File: src/rtl/mdio_mgmt_pkg.sv
package mdio_mgmt_pkg;

   // Frame sections, walked in declaration order
   typedef enum logic [2:0] {
      FLD_IDLE,
      FLD_PRE,
      FLD_CMD,
      FLD_TA,
      FLD_DATA,
      FLD_END
   } mdio_field_e;

   localparam logic [1:0] SOF_CODE = 2'b01;
   localparam logic [1:0] OP_WRITE = 2'b01;
   localparam logic [1:0] OP_READ  = 2'b10;

   // Turnaround length depends on direction
   function automatic int ta_bits(input logic is_read);
      return is_read ? 1 : 2;
   endfunction

endpackage

File: src/rtl/mdio_phase_timer.sv
module mdio_phase_timer #(
   parameter int HOLD_CYCLES = 6
) (
   input  logic clk,
   input  logic rst_n,
   input  logic run,
   output logic sample_stb,
   output logic bit_end,
   output logic mdc
);

   logic [1:0] phase_q;
   logic       phase_last;

   generate
      if (HOLD_CYCLES < 1) begin : g_bad_hold
         $error("HOLD_CYCLES must be at least 1");
      end
      if (HOLD_CYCLES == 1) begin : g_single
         assign phase_last = 1'b1;
      end else begin : g_count
         localparam int HW = $clog2(HOLD_CYCLES);
         logic [HW-1:0] hold_q;

         always_ff @(posedge clk or negedge rst_n) begin
            if (!rst_n) begin
               hold_q <= '0;
            end else if (!run || phase_last) begin
               hold_q <= '0;
            end else begin
               hold_q <= hold_q + 1'b1;
            end
         end

         assign phase_last = (hold_q == HW'(HOLD_CYCLES - 1));
      end
   endgenerate

   always_ff @(posedge clk or negedge rst_n) begin
      if (!rst_n) begin
         phase_q <= 2'd0;
      end else if (!run) begin
         phase_q <= 2'd0;
      end else if (phase_last) begin
         phase_q <= phase_q + 2'd1;
      end
   end

   assign mdc        = (phase_q == 2'd1) || (phase_q == 2'd2);
   assign sample_stb = run && phase_last && (phase_q == 2'd1);
   assign bit_end    = run && phase_last && (phase_q == 2'd3);


   mdc_hold_chk: assert property (@(posedge clk) disable iff (!rst_n)
      (run && $past(run) && !$past(phase_last)) |-> $stable(mdc));


   mdc_rise_chk: assert property (@(posedge clk) disable iff (!rst_n)
      (sample_stb) |-> mdc);

endmodule

File: src/rtl/mdio_frame_seq.sv
module mdio_frame_seq
   import mdio_mgmt_pkg::*;
#(
   parameter int ADDR_W        = 5,
   parameter int DATA_W        = 16,
   parameter int PREAMBLE_BITS = 32
) (
   input  logic              clk,
   input  logic              rst_n,
   input  logic              cmd_start,
   input  logic              cmd_read,
   input  logic [ADDR_W-1:0] cmd_phy,
   input  logic [ADDR_W-1:0] cmd_reg,
   input  logic [DATA_W-1:0] cmd_wdata,
   input  logic              bit_end,
   output logic              launch,
   output logic              busy,
   output logic              done,
   output logic              is_read,
   output mdio_field_e       field,
   output logic              drv_val,
   output logic              drv_oe
);

   localparam int CMD_BITS = 4 + 2 * ADDR_W;
   localparam int MAX_LEN_A = (PREAMBLE_BITS > DATA_W) ? PREAMBLE_BITS : DATA_W;
   localparam int MAX_LEN   = (MAX_LEN_A > CMD_BITS) ? MAX_LEN_A : CMD_BITS;
   localparam int IW        = $clog2(MAX_LEN + 1);

   generate
      if (ADDR_W < 1 || DATA_W < 1 || PREAMBLE_BITS < 1) begin : g_bad_cfg
         $error("frame field widths must be positive");
      end
   endgenerate

   mdio_field_e         field_q;
   logic [IW-1:0]       idx_q;
   logic                read_q;
   logic                done_q;
   logic [CMD_BITS-1:0] cmd_sr;
   logic [DATA_W-1:0]   wd_sr;
   int                  fld_len;
   logic                last_bit;

   assign launch = (field_q == FLD_IDLE) && cmd_start;

   always_comb begin
      case (field_q)
         FLD_PRE:  fld_len = PREAMBLE_BITS;
         FLD_CMD:  fld_len = CMD_BITS;
         FLD_TA:   fld_len = ta_bits(read_q);
         FLD_DATA: fld_len = DATA_W;
         default:  fld_len = 1;
      endcase
   end

   assign last_bit = (int'(idx_q) == fld_len - 1);

   always_ff @(posedge clk or negedge rst_n) begin
      if (!rst_n) begin
         field_q <= FLD_IDLE;
         idx_q   <= '0;
         read_q  <= 1'b0;
         done_q  <= 1'b0;
         cmd_sr  <= '0;
         wd_sr   <= '0;
      end else begin
         done_q <= 1'b0;
         if (launch) begin
            field_q <= FLD_PRE;
            idx_q   <= '0;
            read_q  <= cmd_read;
            cmd_sr  <= {SOF_CODE, (cmd_read ? OP_READ : OP_WRITE), cmd_phy, cmd_reg};
            wd_sr   <= cmd_wdata;
         end else if (field_q != FLD_IDLE && bit_end) begin
            if (field_q == FLD_CMD) begin
               cmd_sr <= cmd_sr << 1;
            end
            if (field_q == FLD_DATA && !read_q) begin
               wd_sr <= wd_sr << 1;
            end
            if (last_bit) begin
               idx_q <= '0;
               case (field_q)
                  FLD_PRE:  field_q <= FLD_CMD;
                  FLD_CMD:  field_q <= FLD_TA;
                  FLD_TA:   field_q <= FLD_DATA;
                  FLD_DATA: field_q <= FLD_END;
                  default: begin
                     field_q <= FLD_IDLE;
                     done_q  <= 1'b1;
                  end
               endcase
            end else begin
               idx_q <= idx_q + 1'b1;
            end
         end
      end
   end

   always_comb begin
      drv_val = 1'b0;
      drv_oe  = 1'b0;
      case (field_q)
         FLD_PRE: begin
            drv_val = 1'b1;
            drv_oe  = 1'b1;
         end
         FLD_CMD: begin
            drv_val = cmd_sr[CMD_BITS-1];
            drv_oe  = 1'b1;
         end
         FLD_TA: begin
            drv_val = (idx_q == '0);
            drv_oe  = !read_q;
         end
         FLD_DATA: begin
            drv_val = wd_sr[DATA_W-1];
            drv_oe  = !read_q;
         end
         default: begin
            drv_val = 1'b0;
            drv_oe  = 1'b0;
         end
      endcase
   end

   assign busy    = (field_q != FLD_IDLE);
   assign done    = done_q;
   assign is_read = read_q;
   assign field   = field_q;


   done_pulse_chk: assert property (@(posedge clk) disable iff (!rst_n)
      done |=> !done);


   busy_end_chk: assert property (@(posedge clk) disable iff (!rst_n)
      $fell(busy) |-> done);


   ignore_dir_chk: assert property (@(posedge clk) disable iff (!rst_n)
      (busy && cmd_start) |=> $stable(read_q));


   no_restart_chk: assert property (@(posedge clk) disable iff (!rst_n)
      (busy && field_q != FLD_PRE && cmd_start) |=> (field_q != FLD_PRE));

endmodule

File: src/rtl/mdio_rx_capture.sv
module mdio_rx_capture #(
   parameter int DATA_W = 16
) (
   input  logic              clk,
   input  logic              rst_n,
   input  logic              clear,
   input  logic              sample_en,
   input  logic              mdi,
   output logic [DATA_W-1:0] rd_data
);

   logic [DATA_W-1:0] shreg_q;

   generate
      if (DATA_W == 1) begin : g_one
         always_ff @(posedge clk or negedge rst_n) begin
            if (!rst_n)         shreg_q <= '0;
            else if (clear)     shreg_q <= '0;
            else if (sample_en) shreg_q <= mdi;
         end
      end else begin : g_wide
         always_ff @(posedge clk or negedge rst_n) begin
            if (!rst_n)         shreg_q <= '0;
            else if (clear)     shreg_q <= '0;
            else if (sample_en) shreg_q <= {shreg_q[DATA_W-2:0], mdi};
         end
      end
   endgenerate

   assign rd_data = shreg_q;


   rx_hold_chk: assert property (@(posedge clk) disable iff (!rst_n)
      (!sample_en && !clear) |=> $stable(rd_data));


   rx_lsb_chk: assert property (@(posedge clk) disable iff (!rst_n)
      (sample_en && !clear) |=> (rd_data[0] == $past(mdi)));

endmodule

File: src/rtl/mdio_frame_master.sv
module mdio_frame_master
   import mdio_mgmt_pkg::*;
#(
   parameter int HOLD_CYCLES   = 6,
   parameter int ADDR_W        = 5,
   parameter int DATA_W        = 16,
   parameter int PREAMBLE_BITS = 32
) (
   input  logic              clk,
   input  logic              rst_n,
   input  logic              cmd_start,
   input  logic              cmd_read,
   input  logic [ADDR_W-1:0] cmd_phy,
   input  logic [ADDR_W-1:0] cmd_reg,
   input  logic [DATA_W-1:0] cmd_wdata,
   output logic              busy,
   output logic              done,
   output logic [DATA_W-1:0] rd_data,
   output logic              mdc,
   output logic              mdio_o,
   output logic              mdio_oe,
   input  logic              mdio_i
);

   generate
      if (HOLD_CYCLES < 1) begin : g_bad_hold
         $error("HOLD_CYCLES must be at least 1");
      end
   endgenerate

   logic        sample_stb;
   logic        bit_end;
   logic        launch;
   logic        is_read;
   logic        drv_val;
   logic        drv_oe;
   logic        sample_en;
   mdio_field_e field;

   mdio_phase_timer #(.HOLD_CYCLES(HOLD_CYCLES)) u_timer (
      .clk        (clk),
      .rst_n      (rst_n),
      .run        (busy),
      .sample_stb (sample_stb),
      .bit_end    (bit_end),
      .mdc        (mdc)
   );

   mdio_frame_seq #(
      .ADDR_W        (ADDR_W),
      .DATA_W        (DATA_W),
      .PREAMBLE_BITS (PREAMBLE_BITS)
   ) u_seq (
      .clk       (clk),
      .rst_n     (rst_n),
      .cmd_start (cmd_start),
      .cmd_read  (cmd_read),
      .cmd_phy   (cmd_phy),
      .cmd_reg   (cmd_reg),
      .cmd_wdata (cmd_wdata),
      .bit_end   (bit_end),
      .launch    (launch),
      .busy      (busy),
      .done      (done),
      .is_read   (is_read),
      .field     (field),
      .drv_val   (drv_val),
      .drv_oe    (drv_oe)
   );

   assign sample_en = sample_stb && is_read && (field == FLD_DATA);

   mdio_rx_capture #(.DATA_W(DATA_W)) u_rx (
      .clk       (clk),
      .rst_n     (rst_n),
      .clear     (launch),
      .sample_en (sample_en),
      .mdi       (mdio_i),
      .rd_data   (rd_data)
   );

   assign mdio_o  = drv_val;
   assign mdio_oe = drv_oe;


   idle_quiet_chk: assert property (@(posedge clk) disable iff (!rst_n)
      !busy |-> (!mdc && !mdio_oe));


   bit_steady_chk: assert property (@(posedge clk) disable iff (!rst_n)
      (busy && !bit_end) |=> ($stable(mdio_o) && $stable(mdio_oe)));


   rd_release_chk: assert property (@(posedge clk) disable iff (!rst_n)
      sample_en |-> !mdio_oe);

endmodule

File: config.mk
export PLATFORM = sky130hd
export DESIGN_NAME = mdio_frame_master
export DESIGN_NICKNAME = d
export VERILOG_FILES = /design/src/rtl/mdio_mgmt_pkg.sv /design/src/rtl/mdio_phase_timer.sv /design/src/rtl/mdio_frame_seq.sv /design/src/rtl/mdio_rx_capture.sv /design/src/rtl/mdio_frame_master.sv
export SDC_FILE = /design/constraint.sdc
export NUM_CORES = 1
export LEC_CHECK = 0
export BUFFER_PORTS_ARGS = -buffer_cell sky130_fd_sc_hd__buf_2
export CAP_MARGIN = 20
export CORE_UTILIZATION = 40
export CTS_BUF_LIST = sky130_fd_sc_hd__clkbuf_4
export CTS_CLUSTER_SIZE = 20
export DETAILED_ROUTE_END_ITERATION = 8
export HOLD_SLACK_MARGIN = 0.03
export PLACE_DENSITY = 0.62
export SLEW_MARGIN = 0
export SYNTH_ARGS = -nofsm -noshare
export SYNTH_HDL_FRONTEND = slang
export SYNTH_SLANG_ARGS = --single-unit
File: constraint.sdc
create_clock -name clk -period 3.5 [get_ports clk]
set_clock_uncertainty 0.15 [all_clocks]
set_input_delay 0.175 -clock clk [delete_from_list [all_inputs] [get_ports clk]]
set_output_delay 0.175 -clock clk [all_outputs]
set_load 0.005 [all_outputs]
==> out/summary.txt, run 1 <==
Antenna Nets Post-Route = 0
commonest cells after routing, fill and taps aside = nand2_1 (76), dfrtp_1 (62), buf_2 (51)
worst reg2reg setup slack = 290 ps
CP cell instances = nor2b_1 -> nor2b_1 -> inv_1 -> ha_1 -> xnor2_1 -> or4_4 -> a211oi_2 -> o221ai_2 -> nand2b_1 -> o211ai_1
initial core utilization = 42.3%
period utilization = 91.8%
placed cell area = 0.00348 mm^2
max cap viols = 0
post-synth net total = 379
Seq/Total Area, Yosys = 49.5%
hold_buf cts = 29
global-route wire length before repair = 12.1 mm
H-tree levels = 3
vias = 2646
reg2reg end = u_seq.field[0]
final setup violation count = 0
synthesized cell area = 0.00314 mm^2
GP Congestion = 0.824
final wirelength = 6.96 mm
Tot GR Track Use = 18.6%
f_max = 311 MHz
Die ar. = 0.00820 mm^2
Layout area overhead = 25.4%
slew margin rel. = 40.8%
run status = complete, no violations
Hold Path Class = in -> reg
Yosys reg bits = 62
Crit. Startpoint = u_seq.field[2]
layout cell share with drive strength beyond 1 = 18.5%
chip width = 90.5 um
Detailed Place HPWL = 4.43 mm
Total Nets Final = 456
met3 Use GR = 4.63%
Antenna Cells = 0
grt ovf = 0
insertion delay to the later sink of the worst-skew pair = 420 ps
CTS max path bufs = 2
std cell rows = 31
reg2reg start = u_seq.field[2]
CP max FO = 15
Post-synth EDFFs = 0
most used flip-flop cell after synthesis = dfrtp_1
CORE AREA = 0.00741 mm^2
wire length per cell = 13.4 um
RSZ-0062 raised after global routing = false
Buffers on Ports = 51
Yosys warnings = 0
largest net degree at the start of global routing = 57
DR iter-0 viols = 135
CTS tree = done
CP Depth = 10
power per cell area = 342 mW/mm^2
CP endpoint = u_seq.field[0]
setup bufs post-CTS = 0
Filler Cells Inserted = 714
die height = 90.5 um
Top Usage Layer GRT = met2
Setup CP Type = reg -> reg
worst-margin pin slew = 887 ps
Final Critical Period = 3210 ps
Final Slew Violations = 0
Final Instance Area = 0.00393 mm^2
Worst path slowest cell = dfrtp_1
Post-synth ARST share = 100%
vias in the first global route = 2588
critical path's most frequent cell = nor2b_1
worst path required time = 3680 ps
GR Util met1 = 24.4%
post-CTS sizing = 0
Syn Inst Count = 339
commonest non-fill, non-tap cell in the layout = nand2_1
Mapped Avg Cell Area = 9.25 um^2
root buffer cell = clkbuf_4
maximum vdd drop = 0.000319 V
TNS Setup = 0 ps
CTS sink cnt = 62
delay-heaviest family, CP = simple AND/OR/NAND/NOR gates
Buffers & Inverters on Critical Path = 1
Ports = 52
Worst setup SP type = flop
LEAKAGE = 1.75 nW
Yosys cell types = 41
crit-path max cell delay = 540 ps
Fin. Hold Viols = 0
worst path arrival time = 3390 ps
vias per inst = 5.09
initial antenna violation count = 0
Pre-Repair DR Iteration Count = 4
DRC errors left = 0
Worst Setup End Kind = flop
Worst-path clk slew = 110 ps
r2r worst-path depth = 10
CTS Buf Count = 9
routing usage on met2 = 29.7%
## how the worst min path moves through the flow
stage                     slack [ps]  cells past startpoint               end  startpoint
final                            250                      4  u_seq.cmd_sr[10]   cmd_start
after global routing             240                      4  u_seq.cmd_sr[10]   cmd_start
after CTS                        220                      4  u_seq.cmd_sr[10]   cmd_start
after detailed placement         240                      1  u_seq.cmd_sr[13]       rst_n
after global placement           230                      3   u_seq.cmd_sr[0]  cmd_reg[0]
after floorplan                 -270                      0   u_rx.rd_data[0]       rst_n
## metrics by stage
step	hold slack, ps	utilization (%)	power, mW	worst slack [ps]	cells
floorplan	-271	-	0.779	388	339
global placement	232	46.9	0.825	447	473
detailed placement	236	46.9	0.827	349	473
CTS	221	52.7	1.36	320	518
global route	245	53.1	1.40	110	520
finish	247	53.1	1.34	288	520
## worst min-delay path, cell delays in order
cell and delay, ps:
buf_2 100, nand2b_1 140, or3_1 240, a21boi_0 110
## logic make-up (layout without fill, tap and decap cells)
| logic type | Yosys count | after routing | share of synthesized area, % |
|---|---|---|---|
| and+or+nand+nor | 127 | 127 | 18.3 |
| adders and majority gates | 9 | 9 | 3.59 |
| xor gates and xnor gates | 8 | 8 | 2.23 |
| muxes | 27 | 27 | 8.62 |
| AOI/OAI and AO/OA | 74 | 74 | 13.4 |
| DFF | 62 | 62 | 49.5 |
| buffers and inverters | 32 | 114 | 4.31 |
## synthesized netlist by cell type (all sizes together), types with 2 or more instances
library cell  instances  area, um^2
inv                  11        41.3
nand4                 4        25.0
nand3                 9        45.0
mux2i                27         270
nand2b                3        18.8
buf                   7        41.3
nor2b                 5        31.3
a31oi                 2        12.5
or3                   2        12.5
nor3                  5        25.0
xnor2                 7        61.3
o211ai                2        15.0
a21oi                19        95.1
clkbuf               14        52.6
o31ai                 2        15.0
o21ai                40         200
ha                    9         113
a211oi                2        20.0
nand2                76         285
nor3b                 2        20.0
nor2                 15        58.8
dfrtp                62        1550
## cell type report
| class | instances | area, um^2 | area share, % |
|---|---|---|---|
| Clock buffer | 10 | 75.1 | 1.91 |
| Clock inverter | 6 | 61.3 | 1.56 |
| Inverter | 11 | 41.3 | 1.05 |
| Multi-Input combinational cell | 245 | 1450 | 37.0 |
| Sequential cell | 62 | 1550 | 39.5 |
| Tap cell | 99 | 124 | 3.15 |
| Timing Repair Buffer | 87 | 626 | 15.9 |
## registers in the layout, indices dropped and copies added, names as in the netlist
signal	count
u_seq.field	3
u_timer.g_count.hold_q	3
u_seq.cmd_sr	14
u_seq.is_read	1
u_seq.idx_q	6
u_timer.phase_q	2
u_seq.done	1
u_rx.rd_data	16
u_seq.wd_sr	16
## report_power, final
part / leakage, nW / internal, mW / total [mW] / switching [mW]
Clock: 0.0782 / 0.225 / 0.504 / 0.280
Sequential: 0.739 / 0.735 / 0.749 / 0.0140
Combinational: 0.929 / 0.0536 / 0.0912 / 0.0376
Total: 1.75 / 1.01 / 1.34 / 0.331
## metal layers
metal | vias up | routed length (um)
li1 | 1317 | -
met1 | 1267 | 3310
met2 | 51 | 3270
met3 | 11 | 287
met4 | 0 | 104
met5 | - | 0
(Power assumes the default switching activity.)
==> run 2: changes to the inputs <==
ABC_AREA = 1   (was default)
BUFFER_PORTS_ARGS = default   (was -buffer_cell sky130_fd_sc_hd__buf_2)
DONT_BUFFER_PORTS = 1   (was default)
PLACE_DENSITY = 0.56   (was 0.62)
==> run 2 against run 1 <==
Net effect: area after synthesis grew 7.4%; largest cell class unchanged; first-iteration DRC count grew 38%; sequential share of layout area grew 0.79 points; non-clock buffer count is 55 lower; utilization down 5.9 points.
==> out/summary.txt, run 2 <==
commonest cells in the netlist = nand2_1 (99), dfrtp_1 (62), inv_1 (58), o21ai_0 (47), nand3_1 (37)
Final Instance Area = 0.00385 mm^2
Hold Path Class = in -> reg
Fin. Hold Viols = 0
die height = 93.7 um
Buffers on Ports = 0
CORE AREA = 0.00818 mm^2
worst path required time = 3700 ps
wire length per cell = 12.7 um
std cell rows = 33
f_max = 385 MHz
post-synth net total = 449
run status = complete, no violations
vias = 2699
Worst-path clk slew = 100 ps
commonest non-fill, non-tap cell in the layout = nand2_1
layout cell share with drive strength beyond 1 = 10.7%
slew margin rel. = 65.7%
LEAKAGE = 1.90 nW
vias in the first global route = 2519
final wirelength = 6.96 mm
largest cells by area after synthesis = dfrtp_1 (46%), nand2_1 (11%), o21ai_0 (7.0%)
maximum vdd drop = 0.000268 V
Clock power frac = 38.1%
largest net degree at the start of global routing = 63
power per cell area = 318 mW/mm^2
Antenna Cells = 0
synthesized cell area = 0.00337 mm^2
DR iter-0 viols = 186
final core occ = 47.2%
RSZ-0062 raised after global routing = false
Syn Inst Count = 409
post-CTS sizing = 0
Yosys reg bits = 62
commonest cells after routing, fill and taps aside = nand2_1 (99), dfrtp_1 (62), inv_1 (58)
worst path arrival time = 2790 ps
CTS max path bufs = 2
Yosys cell types = 32
Synth area leader = dfrtp_1
H-tree levels = 3
vias per inst = 4.94
insertion delay to the later sink of the worst-skew pair = 400 ps
TNS Setup = 0 ps
grt ovf = 0
max cap viols = 0
Worst Setup End Kind = flop
share of the synthesized area in the top cell type = 46.1%
Die ar. = 0.00879 mm^2
DRC errors left = 0
Tot GR Track Use = 17.2%
period utilization = 74.2%
final setup violation count = 0
CTS Buf Count = 9
Layout area overhead = 14.5%
Gate power share = 3.5%
Ports = 52
placed cell area = 0.00341 mm^2
CTS tree = done
Pre-Repair DR Iteration Count = 5
most frequent cell after synthesis = nand2_1
worst-margin pin slew = 515 ps
Final Critical Period = 2600 ps
Seq/Total Area, Yosys = 46.1%
Antenna Nets Post-Route = 0
Pint = 958 uW
root buffer cell = clkbuf_4
WHS = 125 ps
initial antenna violation count = 0
Worst setup SP type = flop
Yosys warnings = 0
Post-synth ARST share = 100%
global-route wire length before repair = 11.7 mm
switching fraction of total power = 21.9%
Mapped Avg Cell Area = 8.23 um^2
GP Congestion = 0.788
chip width = 93.7 um
P_sw = 269 uW
Setup CP Type = reg -> reg
CP max FO = 5
most used flip-flop cell after synthesis = dfrtp_1
initial core utilization = 41.2%
Final Slew Violations = 0
Total Nets Final = 477
Post-synth EDFFs = 0
Reg power frac = 58.4%
Detailed Place HPWL = 4.73 mm
CTS sink cnt = 62
## run 2: cell count changes after synthesis, moves of 7 or more
cell      previous run  this run
nand2_1             76        99
clkbuf_1            14         0
o21ai_0             38        47
o211ai_1             2         9
nand3_1              9        37
o21ai_2              0        14
mux2i_1             27         0
a21oi_1             19         3
inv_1               11        58
## run 2: final timing paths
path / startpoint / end / cells after the start / slack (ps)
max in group asynchronous: rst_n / u_seq.idx_q[4] / 2 / 2770
worst max-delay path: u_seq.field[0] / u_seq.field[0] / 17 / 900
worst min-delay path: cmd_start / u_seq.is_read / 3 / 120
worst min register to register: u_timer.g_count.hold_q[0] / u_timer.g_count.hold_q[0] / 1 / 340
worst max register to register: u_seq.field[0] / u_seq.field[0] / 17 / 900
min in group asynchronous: rst_n / u_rx.rd_data[10] / 2 / 170
## run 2: power groups by stage
stage	clock [mW]	sequential [mW]	combinational, mW
after floorplan	0	0.730	0.00000762
after global placement	0	0.730	0.00000756
after detailed placement	0	0.730	0.00000756
after CTS	0.490	0.716	0.0448
after global routing	0.515	0.716	0.0479
final	0.467	0.716	0.0435
## run 2: cell families after synthesis
logic type | share of synthesized area [%]
buffers and inverters | 10.0
AND/OR/NAND/NOR | 23.4
adder cells (fa/ha/maj) | 3.34
AO/OA/AOI/OAI | 15.8
flip-flops | 46.1
XOR/XNOR | 1.30
## run 2: cell type report
type	instances	area (um^2)
inverter	62	235
timing repair buffer	32	333
clock buffer	10	75.1
clock inverter	5	51.3
multi-input combinational	270	1480
tap	105	131
fill	834	4320
sequential	62	1550
## run 2: per-layer routing
metal	share of wire [%]	track usage [%]	wire, um	up-vias
li1	-	-	-	1381
met1	48	22.8	3330	1259
met2	47	26.6	3240	50
met3	4.5	5.42	310	9
met4	1.1	5.77	78	0
met5	0	0	0	-
## run 2: repair_timing
item	CTS	global route
setup buffers	0	0
hold buffers	30	0
endpoints found under the hold margin	92	0
## run 2: critical path, stage by stage (launching register included)
cell,delay (ps)
dfrtp_1,480
inv_1,130
nand2_1,80
nand2_1,50
nand2_1,140
nand3_1,90
ha_1,220
ha_1,300
inv_1,40
nand2_1,70
nand3_1,60
nor2_1,100
nand2_1,50
nor2_1,120
nand3_2,120
nand2_1,150
nand3_1,110
nand2_1,70
## run 2: per-stage QoR
step	power [mW]	setup WS, ps	instances
2_1_floorplan	0.730	1230	409
5_1_grt	1.28	587	546
4_1_cts	1.25	910	546
3_5_place_dp	0.730	934	501
6_report	1.23	903	546
3_3_place_gp	0.730	987	501
==> run 3: changes to the inputs <==
clock period = 2.72 ns   (was 3.5 ns; I/O delays follow)
==> run 3 against run 2 <==
Net effect: hold slack is essentially flat; cell area grew 2.7%; non-clock buffer count increased by 8; combinational power up 33%; via count rose by 0.70%; clock power increased by 34%; first-iteration DRC count shrank 45%; power increased by 31%; sequential share of layout area shrank 0.95 points; clock-buffer cell count is the same; register-to-register slack got worse by 720 ps; utilization up 1.3 points; critical path type unchanged; largest power group unchanged.
==> out/summary.txt, run 3 (same netlist as run 2, synthesis figures left out) <==
Fin. Hold Viols = 0
Design Power = 1.60 mW
final setup violation count = 0
maximum vdd drop = 0.000335 V
final core occ = 48.4%
worst reg2reg setup slack = 180 ps
period utilization = 93.2%
worst-margin pin slew = 373 ps
CTS max path bufs = 2
run status = complete, no violations
vias in the first global route = 2577
wire length per cell = 12.9 um
dpl cells = 505
initial antenna violation count = 0
grt ovf = 0
reg2reg end = u_seq.field[0]
commonest non-fill, non-tap cell in the layout = nand2_1
Worst Setup End Kind = flop
Hold Path Class = in -> async
Filler Cells Inserted = 797
Antenna Cells = 0
CTS tree = done
H-tree levels = 3
insertion delay to the later sink of the worst-skew pair = 400 ps
Ports = 52
non-filler instance count after layout = 555
Setup CP Type = reg -> reg
f_max = 394 MHz
vias per inst = 4.90
reg2reg start = u_seq.field[2]
worst path required time = 2900 ps
largest net degree at the start of global routing = 63
TNS Setup = 0 ps
chip width = 93.7 um
Detailed Place HPWL = 4.68 mm
worst path arrival time = 2710 ps
Final WS setup = 184 ps
Layout area overhead = 17.5%
Die ar. = 0.00879 mm^2
Tot GR Track Use = 17.4%
CTS sink cnt = 62
die height = 93.7 um
commonest cells after routing, fill and taps aside = nand2_1 (96), dfrtp_1 (59), inv_1 (58)
placed cell area = 0.00344 mm^2
pre-CTS WS = 150 ps
CORE AREA = 0.00818 mm^2
CP max FO = 6
std cell rows = 33
Worst-path clk slew = 110 ps
Antenna Nets Post-Route = 0
WHS = 125 ps
global-route wire length before repair = 12.0 mm
Final Instance Area = 0.00396 mm^2
LEAKAGE = 1.94 nW
vias = 2718
Total Nets Final = 485
root buffer cell = clkbuf_4
r2r worst-path depth = 16
DRC errors left = 0
max cap viols = 0
DR iter-0 viols = 102
Final Critical Period = 2540 ps
Final Slew Violations = 0
Pre-Repair DR Iteration Count = 4
GP Congestion = 0.862
slew margin rel. = 75.1%
Buffers on Ports = 0
power per cell area = 406 mW/mm^2
initial core utilization = 41.2%
layout cell share with drive strength beyond 1 = 13.8%
Worst setup SP type = flop
CTS Buf Count = 9
RSZ-0062 raised after global routing = true
final wirelength = 7.16 mm
-- run 3: layout make-up --
type / instances / area [um^2] / share of cell area [%]
Inverter: 62 / 235 / 5.94
Timing Repair Buffer: 40 / 398 / 10.1
Clock buffer: 10 / 75.1 / 1.90
Sequential cell: 62 / 1560 / 39.3
Clock inverter: 6 / 62.6 / 1.58
Multi-Input combinational cell: 270 / 1500 / 37.9
Tap cell: 105 / 131 / 3.32
-- run 3: repair_timing --
| item | in CTS | in global routing |
|---|---|---|
| hold endpoints to repair | 96 | 0 |
| buffers inserted | 0 | 2 |
| gates resized for setup | 0 | 9 |
| hold buffers | 32 | 0 |
| endpoints found under the setup margin | 0 | 9 |
-- run 3: critical path, cell delays in order (launching register included) --
cell	delay (ps)
dfrtp_2	460
inv_2	150
nand2_1	80
nand2_2	110
nand3_1	80
ha_1	210
ha_1	290
inv_1	40
nand2_1	70
nand3_1	70
nor2_1	120
nand2_1	80
nor2_1	120
nand3_2	130
nand2_2	120
nand3_1	100
nand2_1	80
-- run 3: how the worst max path moves through the flow --
stage                               from              to  depth (start not counted)
after global placement    u_seq.field[0]  u_seq.idx_q[5]                         16
after detailed placement  u_seq.field[0]  u_seq.field[0]                         17
final                     u_seq.field[2]  u_seq.field[0]                         16
after floorplan           u_seq.field[0]  u_seq.field[0]                         17
after CTS                 u_seq.field[0]  u_seq.field[0]                         17
after global routing      u_seq.field[1]  u_seq.field[0]                         17
-- run 3: where the power goes --
part | switching [mW] | leakage [nW] | internal [mW]
Clock | 0.338 | 0.0700 | 0.287
Sequential | 0 | 0.665 | 0.921
Combinational | 0.0251 | 1.20 | 0.0327
-- run 3: layer usage --
layer	global-route usage [%]	wire [um]
met1	23.2	3380
met2	27.4	3360
met3	4.53	315
met4	5.77	92
met5	0	0
